==> src/rtl/hold_load_ctrl.sv <==
module hold_load_ctrl #(
  parameter int AW = 32,
  parameter int DW = 32,
  parameter int RAW = 5,
  parameter int TIMEOUT = 65535,
  parameter logic [7:0] SYNC = 8'h5A,
  parameter logic [7:0] ERR = 8'hEE
) (
  input  logic           clk,
  input  logic           rst_n,
  input  logic           soft_rst,
  input  logic           rx_valid,
  input  logic [7:0]     rx_byte,
  input  logic           tx_ready,
  output logic           tx_valid,
  output logic [7:0]     tx_byte,
  input  logic           cpu_tx_valid,
  input  logic [7:0]     cpu_tx_byte,
  output logic           cpu_tx_ready,
  output logic           dbg_owns_tx,
  output logic           cpu_hold,
  output logic           cpu_start,
  output logic [AW-1:0]  cpu_start_addr,
  input  logic           cpu_done,
  output logic           reg_we,
  output logic [RAW-1:0] reg_addr,
  output logic [DW-1:0]  reg_wdata,
  output logic           mem_re,
  output logic           mem_we,
  output logic [AW-1:0]  mem_addr,
  output logic [DW-1:0]  mem_wdata,
  input  logic [DW-1:0]  mem_rdata,
  input  logic           mem_rvalid
);
  localparam int ANB = AW / 8;
  localparam int DNB = DW / 8;
  localparam int BCW = $clog2((ANB > DNB ? ANB : DNB) + 1);
  localparam int QN  = 1 + DNB;
  localparam int QW  = 8 + DW;
  localparam int QCW = $clog2(QN + 1);
  localparam int TW  = $clog2(TIMEOUT + 1);
  localparam logic [7:0] OP_MWR = 8'h01, OP_MRD = 8'h02, OP_RWR = 8'h03,
                         OP_GO  = 8'h04, OP_HLD = 8'h05;

  typedef enum logic [2:0] {S_SYNC, S_OP, S_ADDR, S_DATA, S_SUM} pst_t;

  pst_t           st;
  logic [7:0]     op_q, sum_q;
  logic [AW-1:0]  addr_q;
  logic [DW-1:0]  data_q;
  logic [BCW-1:0] bcnt;
  logic [TW-1:0]  idle_cnt;
  logic           own, rel_pend, running, rd_wait;
  logic [QW-1:0]  q_sh;
  logic [QCW-1:0] q_cnt;

  wire busy     = rd_wait || mem_re || (q_cnt != '0);
  wire frame_ok = rx_valid && !soft_rst && (st == S_SUM) && (rx_byte == sum_q) && !busy;
  wire deq      = (q_cnt != '0) && tx_ready;
  wire op_known = (rx_byte >= OP_MWR) && (rx_byte <= OP_HLD);
  wire has_data = (op_q == OP_MWR) || (op_q == OP_RWR);

  assign dbg_owns_tx  = own;
  assign cpu_hold     = !running;
  assign tx_valid     = own ? (q_cnt != '0) : cpu_tx_valid;
  assign tx_byte      = own ? q_sh[QW-1 -: 8] : cpu_tx_byte;
  assign cpu_tx_ready = !own && tx_ready;

  always_ff @(posedge clk or negedge rst_n) begin
    if (!rst_n) begin
      st <= S_SYNC; op_q <= '0; sum_q <= '0; addr_q <= '0; data_q <= '0;
      bcnt <= '0; idle_cnt <= '0;
    end else if (soft_rst) begin
      st <= S_SYNC; idle_cnt <= '0;
    end else if (rx_valid) begin
      idle_cnt <= '0;
      case (st)
        S_SYNC: if (rx_byte == SYNC) st <= S_OP;
        S_OP: begin
          if (op_known) begin
            op_q <= rx_byte; sum_q <= rx_byte; bcnt <= '0; st <= S_ADDR;
          end else st <= S_SYNC;
        end
        S_ADDR: begin
          addr_q <= {addr_q[AW-9:0], rx_byte};
          sum_q  <= sum_q ^ rx_byte;
          if (bcnt == BCW'(ANB - 1)) begin
            bcnt <= '0;
            st   <= has_data ? S_DATA : S_SUM;
          end else bcnt <= bcnt + 1'b1;
        end
        S_DATA: begin
          data_q <= {data_q[DW-9:0], rx_byte};
          sum_q  <= sum_q ^ rx_byte;
          if (bcnt == BCW'(DNB - 1)) begin
            bcnt <= '0; st <= S_SUM;
          end else bcnt <= bcnt + 1'b1;
        end
        default: st <= S_SYNC;
      endcase
    end else if (st != S_SYNC) begin
      if (idle_cnt == TW'(TIMEOUT - 1)) begin
        st <= S_SYNC; idle_cnt <= '0;
      end else idle_cnt <= idle_cnt + 1'b1;
    end
  end

  always_ff @(posedge clk or negedge rst_n) begin
    if (!rst_n) begin
      own <= 1'b0; rel_pend <= 1'b0; running <= 1'b0; rd_wait <= 1'b0;
      q_sh <= '0; q_cnt <= '0;
      cpu_start <= 1'b0; cpu_start_addr <= '0;
      reg_we <= 1'b0; reg_addr <= '0; reg_wdata <= '0;
      mem_re <= 1'b0; mem_we <= 1'b0; mem_addr <= '0; mem_wdata <= '0;
    end else begin
      cpu_start <= 1'b0; reg_we <= 1'b0; mem_re <= 1'b0; mem_we <= 1'b0;
      if (deq) begin
        q_sh  <= q_sh << 8;
        q_cnt <= q_cnt - 1'b1;
      end
      if (rd_wait && mem_rvalid) begin
        q_sh <= {OP_MRD, mem_rdata}; q_cnt <= QCW'(QN); rd_wait <= 1'b0;
      end
      if (cpu_done) running <= 1'b0;
      if (rel_pend && q_cnt == '0 && !rd_wait && tx_ready) begin
        own <= 1'b0; rel_pend <= 1'b0;
      end
      if (soft_rst) begin
        running <= 1'b0; rel_pend <= own;
      end
      if (frame_ok) begin
        own <= 1'b1; rel_pend <= 1'b0;
        q_cnt <= QCW'(1);
        q_sh  <= {op_q, {DW{1'b0}}};
        if (running && op_q != OP_HLD) begin
          q_sh <= {ERR, {DW{1'b0}}};
        end else begin
          case (op_q)
            OP_MWR: begin mem_we <= 1'b1; mem_addr <= addr_q; mem_wdata <= data_q; end
            OP_MRD: begin mem_re <= 1'b1; mem_addr <= addr_q; rd_wait <= 1'b1; q_cnt <= '0; end
            OP_RWR: begin reg_we <= 1'b1; reg_addr <= addr_q[RAW-1:0]; reg_wdata <= data_q; end
            OP_GO:  begin cpu_start <= 1'b1; cpu_start_addr <= addr_q; running <= 1'b1; end
            default: begin running <= 1'b0; rel_pend <= 1'b1; end
          endcase
        end
      end
    end
  end

  p_start_pulse_r8: assert property (@(posedge clk) disable iff (!rst_n)
    cpu_start |=> !cpu_start);
  p_start_from_hold_r8: assert property (@(posedge clk) disable iff (!rst_n)
    cpu_start |-> ($past(cpu_hold) && !cpu_hold));
  p_access_in_hold_r9: assert property (@(posedge clk) disable iff (!rst_n)
    (mem_we || mem_re || reg_we) |-> cpu_hold);
  p_reply_held_r3: assert property (@(posedge clk) disable iff (!rst_n)
    (own && q_cnt != '0 && !tx_ready) |=> (q_cnt == $past(q_cnt) && $stable(q_sh)));
  p_gain_on_frame_r3: assert property (@(posedge clk) disable iff (!rst_n)
    $rose(own) |-> $past(frame_ok));
  p_release_after_reply_r12: assert property (@(posedge clk) disable iff (!rst_n)
    $fell(own) |-> ($past(q_cnt) == '0 && $past(tx_ready)));
endmodule

==> config.mk <==
export PLATFORM = sky130hd
export DESIGN_NAME = hold_load_ctrl
export DESIGN_NICKNAME = d
export VERILOG_FILES = /design/src/rtl/hold_load_ctrl.sv
export SDC_FILE = /design/constraint.sdc
export NUM_CORES = 1
export LEC_CHECK = 0
export ABC_AREA = 1
export BUFFER_PORTS_ARGS = -buffer_cell sky130_fd_sc_hd__buf_4
export CORE_MARGIN = 2
export CORE_UTILIZATION = 35
export DETAILED_ROUTE_END_ITERATION = 8
export RECOVER_POWER = 25
export SYNTH_ARGS = -nofsm -noshare
export SYNTH_HDL_FRONTEND = slang
export SYNTH_SLANG_ARGS = --single-unit
==> constraint.sdc <==
create_clock -name clk -period 4.33 [get_ports clk]
set_clock_uncertainty 0.2 [all_clocks]
set_input_delay 0.433 -clock clk [delete_from_list [all_inputs] [get_ports clk]]
set_output_delay 0.433 -clock clk [all_outputs]
set_load 0.03 [all_outputs]
After elaboration in Yosys (flattened, before gate mapping)
Cells that the tools add are included.

$add $sub $neg: 3. Order comparisons: 2. Eq/ne operators: 17. Mux-type cells: 57. Bitwise gates (word level): 3. Reductions and logical operators: 43.

Operators by type and width (number): two-way mux 40 bit (4); two-way mux 16 bit (4); two-way mux 3 bit (13); two-way mux 1 bit (29); AND reduction 3 bit (6); nonzero test 3 bit (6); adder 16 x 1 -> 16 bit (second input constant) (1); == test 16 bit (second input constant) (1); == test 8 x 2 -> 1 bit (second input constant) (2); two-way mux 8 bit (2); one-hot mux 8 bit (2 select lines) (1); logical AND 1 bit (12); != test 4 bit (second input constant) (3); one-hot mux 3 bit (4 select lines) (1); == test 3 x 2 -> 1 bit (second input constant) (3); == test 8 x 1 -> 1 bit (second input constant) (1); == test 8 x 3 -> 1 bit (second input constant) (1); == test 8 x 7 -> 1 bit (second input constant) (1); == test 8 bit (1); greater-or-equal comparator 8 x 1 -> 1 bit (second input constant) (1); less-or-equal comparator 8 x 3 -> 1 bit (second input constant) (1); != test 8 x 3 -> 1 bit (second input constant) (1); AND reduction 4 bit (2); bitwise XOR 8 bit (1); 17 further kinds (27).

Flip-flop bits (word level): 286. Input port bits: 56. Output and inout port bits: 149. Logic and storage cells: 147.

Longest topological paths before layout
Gate-level depths: netlist of run 1.

Word-level depth: 7. Depth in mapped cells: 13. Depth with buffers taken out: 12.

Worst setup path after synthesis of run 1
OpenSTA, ideal clock, no wires.

Kind: register -> output. Start point: register own, in the netlist dbg_owns_tx. End point: output tx_valid. Arrival time: 1.550 ns. Data required time: 3.697 ns. Slack: 2.147 ns. Stages on the path, launching flop included: 3. Path buffers: 0. Cell sequence: dfrtp_1 > clkinv_1 > o21ai_0.

Word-level cells in the longest chain between the ends: 1.

RTL lines: start, declared (line 53) `logic own, rel_pend, running, rd_wait;`; start signal, assigned (line 110) `own <= 1'b0; rel_pend <= 1'b0; running <= 1'b0; rd_wait <= 1'b0;`; start signal, assigned (line 126) `own <= 1'b0; rel_pend <= 1'b0;`; start signal, assigned (line 132) `own <= 1'b1; rel_pend <= 1'b0;`; two-way mux 1 bit (line 65) `assign tx_valid = own ? (q_cnt != '0) : cpu_tx_valid;`; end, declared (line 15) `output logic tx_valid,`.

No other way between the ends.

==> impl_metrics.yaml, run 1 <==
status:
  outcome: "finished, violations left"
  violations: "capacitance limit, slew limit"
hold_path:
  hold_start: "rx_byte[0]"
  hold_path_end: "op_q[0]"
  min_path_type: "input port to flip-flop"
  worstHoldPathCells: 3
detailed_routing:
  drt_iter0_drc: 683
  postRouteAntennaNets: 0
  viasPerCell: 4.768
  routed_wirelength_um: 34430
  firstDrtPassIters: 5
  num_vias: 10850
  wl_per_cell_um: 15.13
  drcViolationCount: 0
finish:
  synthToLayoutAreaGrowth_pct: 21.64
  final_cell_mix: "560 x nand2_1, 286 x dfrtp_1, 201 x inv_1"
  fin_nets: 1849
  finalInstanceArea_sq_um: 15730
  drive_gt1_frac: 0.1274
  final_common_cell: "nand2_1"
pwr:
  leakage_nw: 7.932
  peakVddDrop_mv: 0.2703
  power_density_nw_per_um2: 371.1
grt:
  grt.total_usage: 0.1800
  grt_max_degree: 111
  antenna_found_initial: 2
  grt_pass1_vias: 10580
  grt_overflow: 0
  grt_pass1_wl_um: 56060
timing:
  timing.final.crit_share: 0.7404
  fmax_mhz: 311.9
  final_hold_viol_count: 0
  slew_viol_final: 110
  rsz0062_at_grt: "false"
  max-slew-margin-rel: -0.8760
  setup_viol_count_final: 0
  min_period_ns: 3.206
  finalSetupTns_ns: 0
  tightest_slew_ns: 2.814
worst_setup_path:
  cpPeakStageDelay_ns: 1.94
  path_cells: "dlygate4sd3_1, clkbuf_2"
  rr_startpoint: "q_cnt[0]"
  rrSetupSlack_ns: 1.32
  critPathTopFamily: "buffers and inverters"
  critPathCaptureType: "asynchronous set/reset pin"
  cp_data_required_time_ns: 4.12
  startpoint_type: "input port"
  crit_arrival_ns: 3.00
  criticalPathCategory: "input port to asynchronous set/reset pin"
  reg2reg_to: "q_sh[5]"
  critPathBufInv: 2
  path_max_fanout: 110
  crit_start: "rst_n"
  reg2regPathDepth: 10
  slowest_stage: "clkbuf_2"
synthesis:
  synth_seq_cells: 286
  yosysUniqueCellTypes: 33
  syn-num-nets: 1653
  yosysWarningCount: 0
  avgSynthCellArea_sq_um: 8.124
  yosysSeqAreaShare: 0.5534
  syn_area_sq_um: 12930
  syn_inst: 1592
floorplanning:
  dieArea_sq_um: 38510
  row_count: 70
  die_h_um: 196.2
  start_util: 0.3541
  core-area_sq_um: 36520
  pin_count: 205
  die_w_um: 196.2
cts:
  numCtsBuffers: 34
  htree_levels: 2
  cts_tree: "built"
  ctsHoldBuffers: 12
  clock_latency_ns: 0.52
  clk_pin_slew_ns: 0.06
  cts_buffer_depth: 3
  cts_sinks: 286
  root_buffer: "clkbuf_16"
  cts.repair.resized: 0
  cts_setup_buffers: 0
place:
  place_area_sq_um: 14860
  dp_hpwl_um: 23440
  place_congestion: 0.8735
  port_buffers: 204
flow_run:
  maxCapViolCount: 1
layer usage:
layer | up-vias | global-route usage | wire (um)
met1 | 5100 | 0.2478 | 15790
met4 | 2 | 0.04153 | 537
met5 | - | 0 | 11
met2 | 279 | 0.2919 | 15850
met3 | 44 | 0.03799 | 2239
li1 | 5422 | - | -
cell type report:
class | instances | area [sq um]
well taps | 468 | 585.6
inverters | 210 | 788.3
flip-flops and latches | 286 | 7157
fillers | 3731 | 20790
clock inverters | 7 | 78.83
repair buffers | 236 | 1523
clock buffers | 47 | 969.7
diodes | 1 | 2.502
multi-input cells | 1020 | 4628
kinds of logic (layout without fill, tap and decap cells):
family | Yosys count | in the layout | synth area share
buf+inv | 286 | 500 | 0.09036
compound gates | 187 | 187 | 0.07536
flops | 286 | 286 | 0.5534
xor+xnor | 1 | 1 | 0.0006773
fa+ha+maj | 5 | 5 | 0.004837
simple gates | 827 | 827 | 0.2754
other cells | 0 | 1 | 0
metrics by stage:
step                      setup WS [ns]    util  instances  power [mW]  hold WS, ns
after floorplan                   2.147       -       1592       3.000     -0.06259
after global placement            1.316  0.4069       2208       3.182       0.2562
after detailed placement          1.248  0.4069       2208       3.188       0.2597
after CTS                         1.292  0.4389       2274       5.926      0.01400
after global routing             0.5654  0.4307       2274       6.083      0.02764
final                             1.124  0.4308       2275       5.838      0.02880
sequential cells by signal (all words and copies together), names as in the netlist:
| register | flops |
|---|---|
| addr_q | 32 |
| bcnt | 3 |
| cpu_start | 1 |
| cpu_start_addr | 32 |
| data_q | 32 |
| dbg_owns_tx | 1 |
| idle_cnt | 16 |
| mem_addr | 32 |
| mem_re | 1 |
| mem_wdata | 32 |
| mem_we | 1 |
| op_q | 8 |
| q_cnt | 3 |
| q_sh | 40 |
| rd_wait | 1 |
| reg_addr | 5 |
| reg_wdata | 32 |
| reg_we | 1 |
| rel_pend | 1 |
| running | 1 |
| st | 3 |
| sum_q | 8 |
cell usage after synthesis:
cell	n	area, sq um
nand2_1	561	2106
dfrtp_1	286	7157
inv_1	201	754.5
o21ai_0	117	585.6
nand3_1	87	435.4
nand4_1	71	444.2
nor2_1	68	255.2
o21ai_1	43	215.2
clkbuf_1	35	131.4
buf_2	28	140.1
nor3_1	15	75.07
a21oi_1	14	70.07
nand3_2	12	120.1
buf_6	8	90.09
o211ai_1	8	60.06
inv_2	7	26.28
buf_1	5	18.77
ha_1	5	62.56
nor2_4	4	45.04
clkinv_1	2	7.510
nand4_2	2	25.02
nor2_2	2	12.51
a21boi_0	1	7.510
a31oi_1	1	6.260
and2_1	1	6.260
and3_1	1	6.260
nand3_4	1	17.52
nand3b_1	1	7.510
o21ai_4	1	16.27
o22ai_1	1	6.260
o31ai_1	1	7.510
or2_2	1	6.260
xnor2_1	1	8.760
how the worst max path moves through the flow:
stage                          end  cells after the start
after floorplan           tx_valid                      2
after global placement    q_cnt[0]                     11
after detailed placement   q_sh[1]                     10
after CTS                 tx_valid                      3
after global routing       op_q[4]                      2
final                      op_q[4]                      2
power by group:
part	total (mW)	internal [mW]	leakage, nW	switching [mW]
sequential	2.73	2.71	3.74	0.0252
clock	2.69	1.62	0.518	1.08
combinational	0.413	0.116	3.67	0.297
No activity file was read; power rests on OpenSTA's default activity.
==> run 2: changes to the inputs <==
==> constraint.sdc (replaced) <==
create_clock -name clk -period 2.6 [get_ports clk]
set_clock_uncertainty 0.2 [all_clocks]
set_input_delay 0.26 -clock clk [delete_from_list [all_inputs] [get_ports clk]]
set_output_delay 0.26 -clock clk [all_outputs]
set_load 0.03 [all_outputs]
==> run 2 against run 1 <==
The run still ends with capacitance limit, slew limit left. Register-to-register slack got worse by 1.0 ns. Die area is the same. Global-route usage grew 0.46 points. First-iteration DRC count up 19%.
==> impl_metrics.yaml, run 2 (synthesis gave the netlist of run 1 again) <==
timing:
  fin_ws_ns: 0.2844
  finalSetupTns_ns: 0
  setup_viol_count_final: 0
  max-slew-margin-rel: -0.1073
  min_period_ns: 2.316
  tightest_slew_ns: 1.661
  fmax_mhz: 431.9
  final_hold_viol_count: 0
  timing.final.crit_share: 0.8906
  finalHoldWorstSlack_ns: 0.02607
  slew_viol_final: 67
  rsz0062_at_grt: "false"
cts:
  cts_sinks: 286
  cts_setup_buffers: 0
  clock_latency_ns: 0.51
  htree_levels: 2
  root_buffer: "clkbuf_16"
  cts_buffer_depth: 3
  clk_pin_slew_ns: 0.06
  cts_tree: "built"
  numCtsBuffers: 34
place:
  dp_hpwl_um: 23570
  port_buffers: 204
  place_area_sq_um: 15070
  dp_slack_ns: 0.2743
  place_congestion: 0.8486
worst_setup_path:
  reg2regPathDepth: 13
  cp_data_required_time_ns: 2.85
  reg2reg_to: "cpu_start_addr[28]"
  path_max_fanout: 58
  rrSetupSlack_ns: 0.28
  criticalPathCategory: "flip-flop to flip-flop"
  crit_arrival_ns: 2.57
  critPathCaptureType: "flip-flop"
  rr_startpoint: "q_cnt[0]"
  startpoint_type: "flip-flop"
hold_path:
  worstHoldPathCells: 4
  min_path_type: "input port to flip-flop"
  hold_path_end: "addr_q[3]"
  hold_start: "rx_byte[3]"
floorplanning:
  start_util: 0.3541
  row_count: 70
  die_w_um: 196.2
  pin_count: 205
  die_h_um: 196.2
  dieArea_sq_um: 38510
  core-area_sq_um: 36520
grt:
  grt_overflow: 0
  grt_max_degree: 70
  grt_pass1_vias: 10920
  grt.total_usage: 0.1846
  grt_pass1_wl_um: 57590
  antenna_found_initial: 5
pwr:
  peakVddDrop_mv: 0.3947
  power_density_nw_per_um2: 608.5
  leakage_nw: 8.498
detailed_routing:
  routed_wirelength_um: 35080
  drt_iter0_drc: 810
  firstDrtPassIters: 5
  viasPerCell: 4.815
  postRouteAntennaNets: 0
  drcViolationCount: 0
  num_vias: 11210
  wl_per_cell_um: 15.06
status:
  outcome: "finished, violations left"
  violations: "capacitance limit, slew limit"
finish:
  largest_register_ffs: 40
  num-fill-cells: 3606
  drive_gt1_frac: 0.1739
  final_common_cell: "nand2_1"
  fin_nets: 1896
  synthToLayoutAreaGrowth_pct: 28.66
  finalInstanceArea_sq_um: 16640
  top_register: "q_sh"
  final_cell_mix: "560 x nand2_1, 286 x dfrtp_1, 226 x buf_4"
flow_run:
  maxCapViolCount: 1
[run 2: cell types whose count changed in the layout (fill, tap and decap cells not counted), sizes merged]
cell / change
clkbuf: -71
inv: -1
buf: +90
clkinv: -1
bufinv: +1
diode: +3
dlygate4sd3: +33
[run 2: how the worst max path moves through the flow]
| stage | slack [ns] | to | startpoint |
|---|---|---|---|
| floorplan | 0.58 | mem_wdata[24] | q_cnt[0] |
| finish | 0.28 | cpu_start_addr[28] | q_cnt[0] |
| CTS | 0.27 | cpu_start_addr[28] | q_cnt[0] |
| detailed placement | 0.27 | cpu_start_addr[28] | q_cnt[0] |
| global placement | 0.31 | cpu_start_addr[28] | q_cnt[0] |
| global route | 0.04 | cpu_start_addr[25] | q_cnt[1] |
[run 2: per-layer routing]
metal / vias up / part of all wire / track usage
met3: 44 / 0.063 / 0.03679
met2: 333 / 0.46 / 0.2966
met5: - / 0.00026 / 0
met1: 5297 / 0.46 / 0.2568
li1: 5538 / - / -
met4: 2 / 0.016 / 0.04602
[run 2: area by class of cell]
cell class	count	area, sq um	share of cell area
Timing Repair Buffer	283	2336	0.1404
Clock inverter	6	106.4	0.006391
Tap cell	468	585.6	0.03519
Antenna cell	4	10.01	0.0006015
Multi-Input combinational cell	1020	4628	0.2781
Inverter	210	788.3	0.04737
Clock buffer	52	1030	0.06188
Sequential cell	286	7157	0.4301
[run 2: stage by stage]
stage               std cells  utilization  total power [mW]
floorplan                1592            -             4.996
global placement         2222       0.4125             5.352
detailed placement       2222       0.4125             5.370
CTS                      2325       0.4559             10.25
global route             2329       0.4556             10.52
finish                   2329       0.4556             10.13
[run 2: repair_timing]
| action | CTS | global route |
|---|---|---|
| resized for setup | 0 | 0 |
| endpoints found under the setup margin | 0 | 0 |
| hold endpoints to repair | 157 | 0 |
| hold buffers | 45 | 0 |
[run 2: worst max-delay path, cell delays in order (launching register included)]
cell and delay (ns):
dfrtp_1 0.39, inv_1 0.08, ha_1 0.14, inv_1 0.04, nor2_2 0.18, inv_1 0.10, nor2_1 0.14, nand2_1 0.11
nor2_4 0.18, nand4_2 0.13, buf_12 0.21, inv_2 0.18, nand2_1 0.08, nand2_1 0.06
[run 2: report_power, final]
group          leakage, nW  switching, mW  internal, mW
Clock                0.556           1.85          2.93
Sequential            3.74         0.0416          4.51
Combinational         4.20          0.528         0.262
Total                 8.50           2.42          7.70
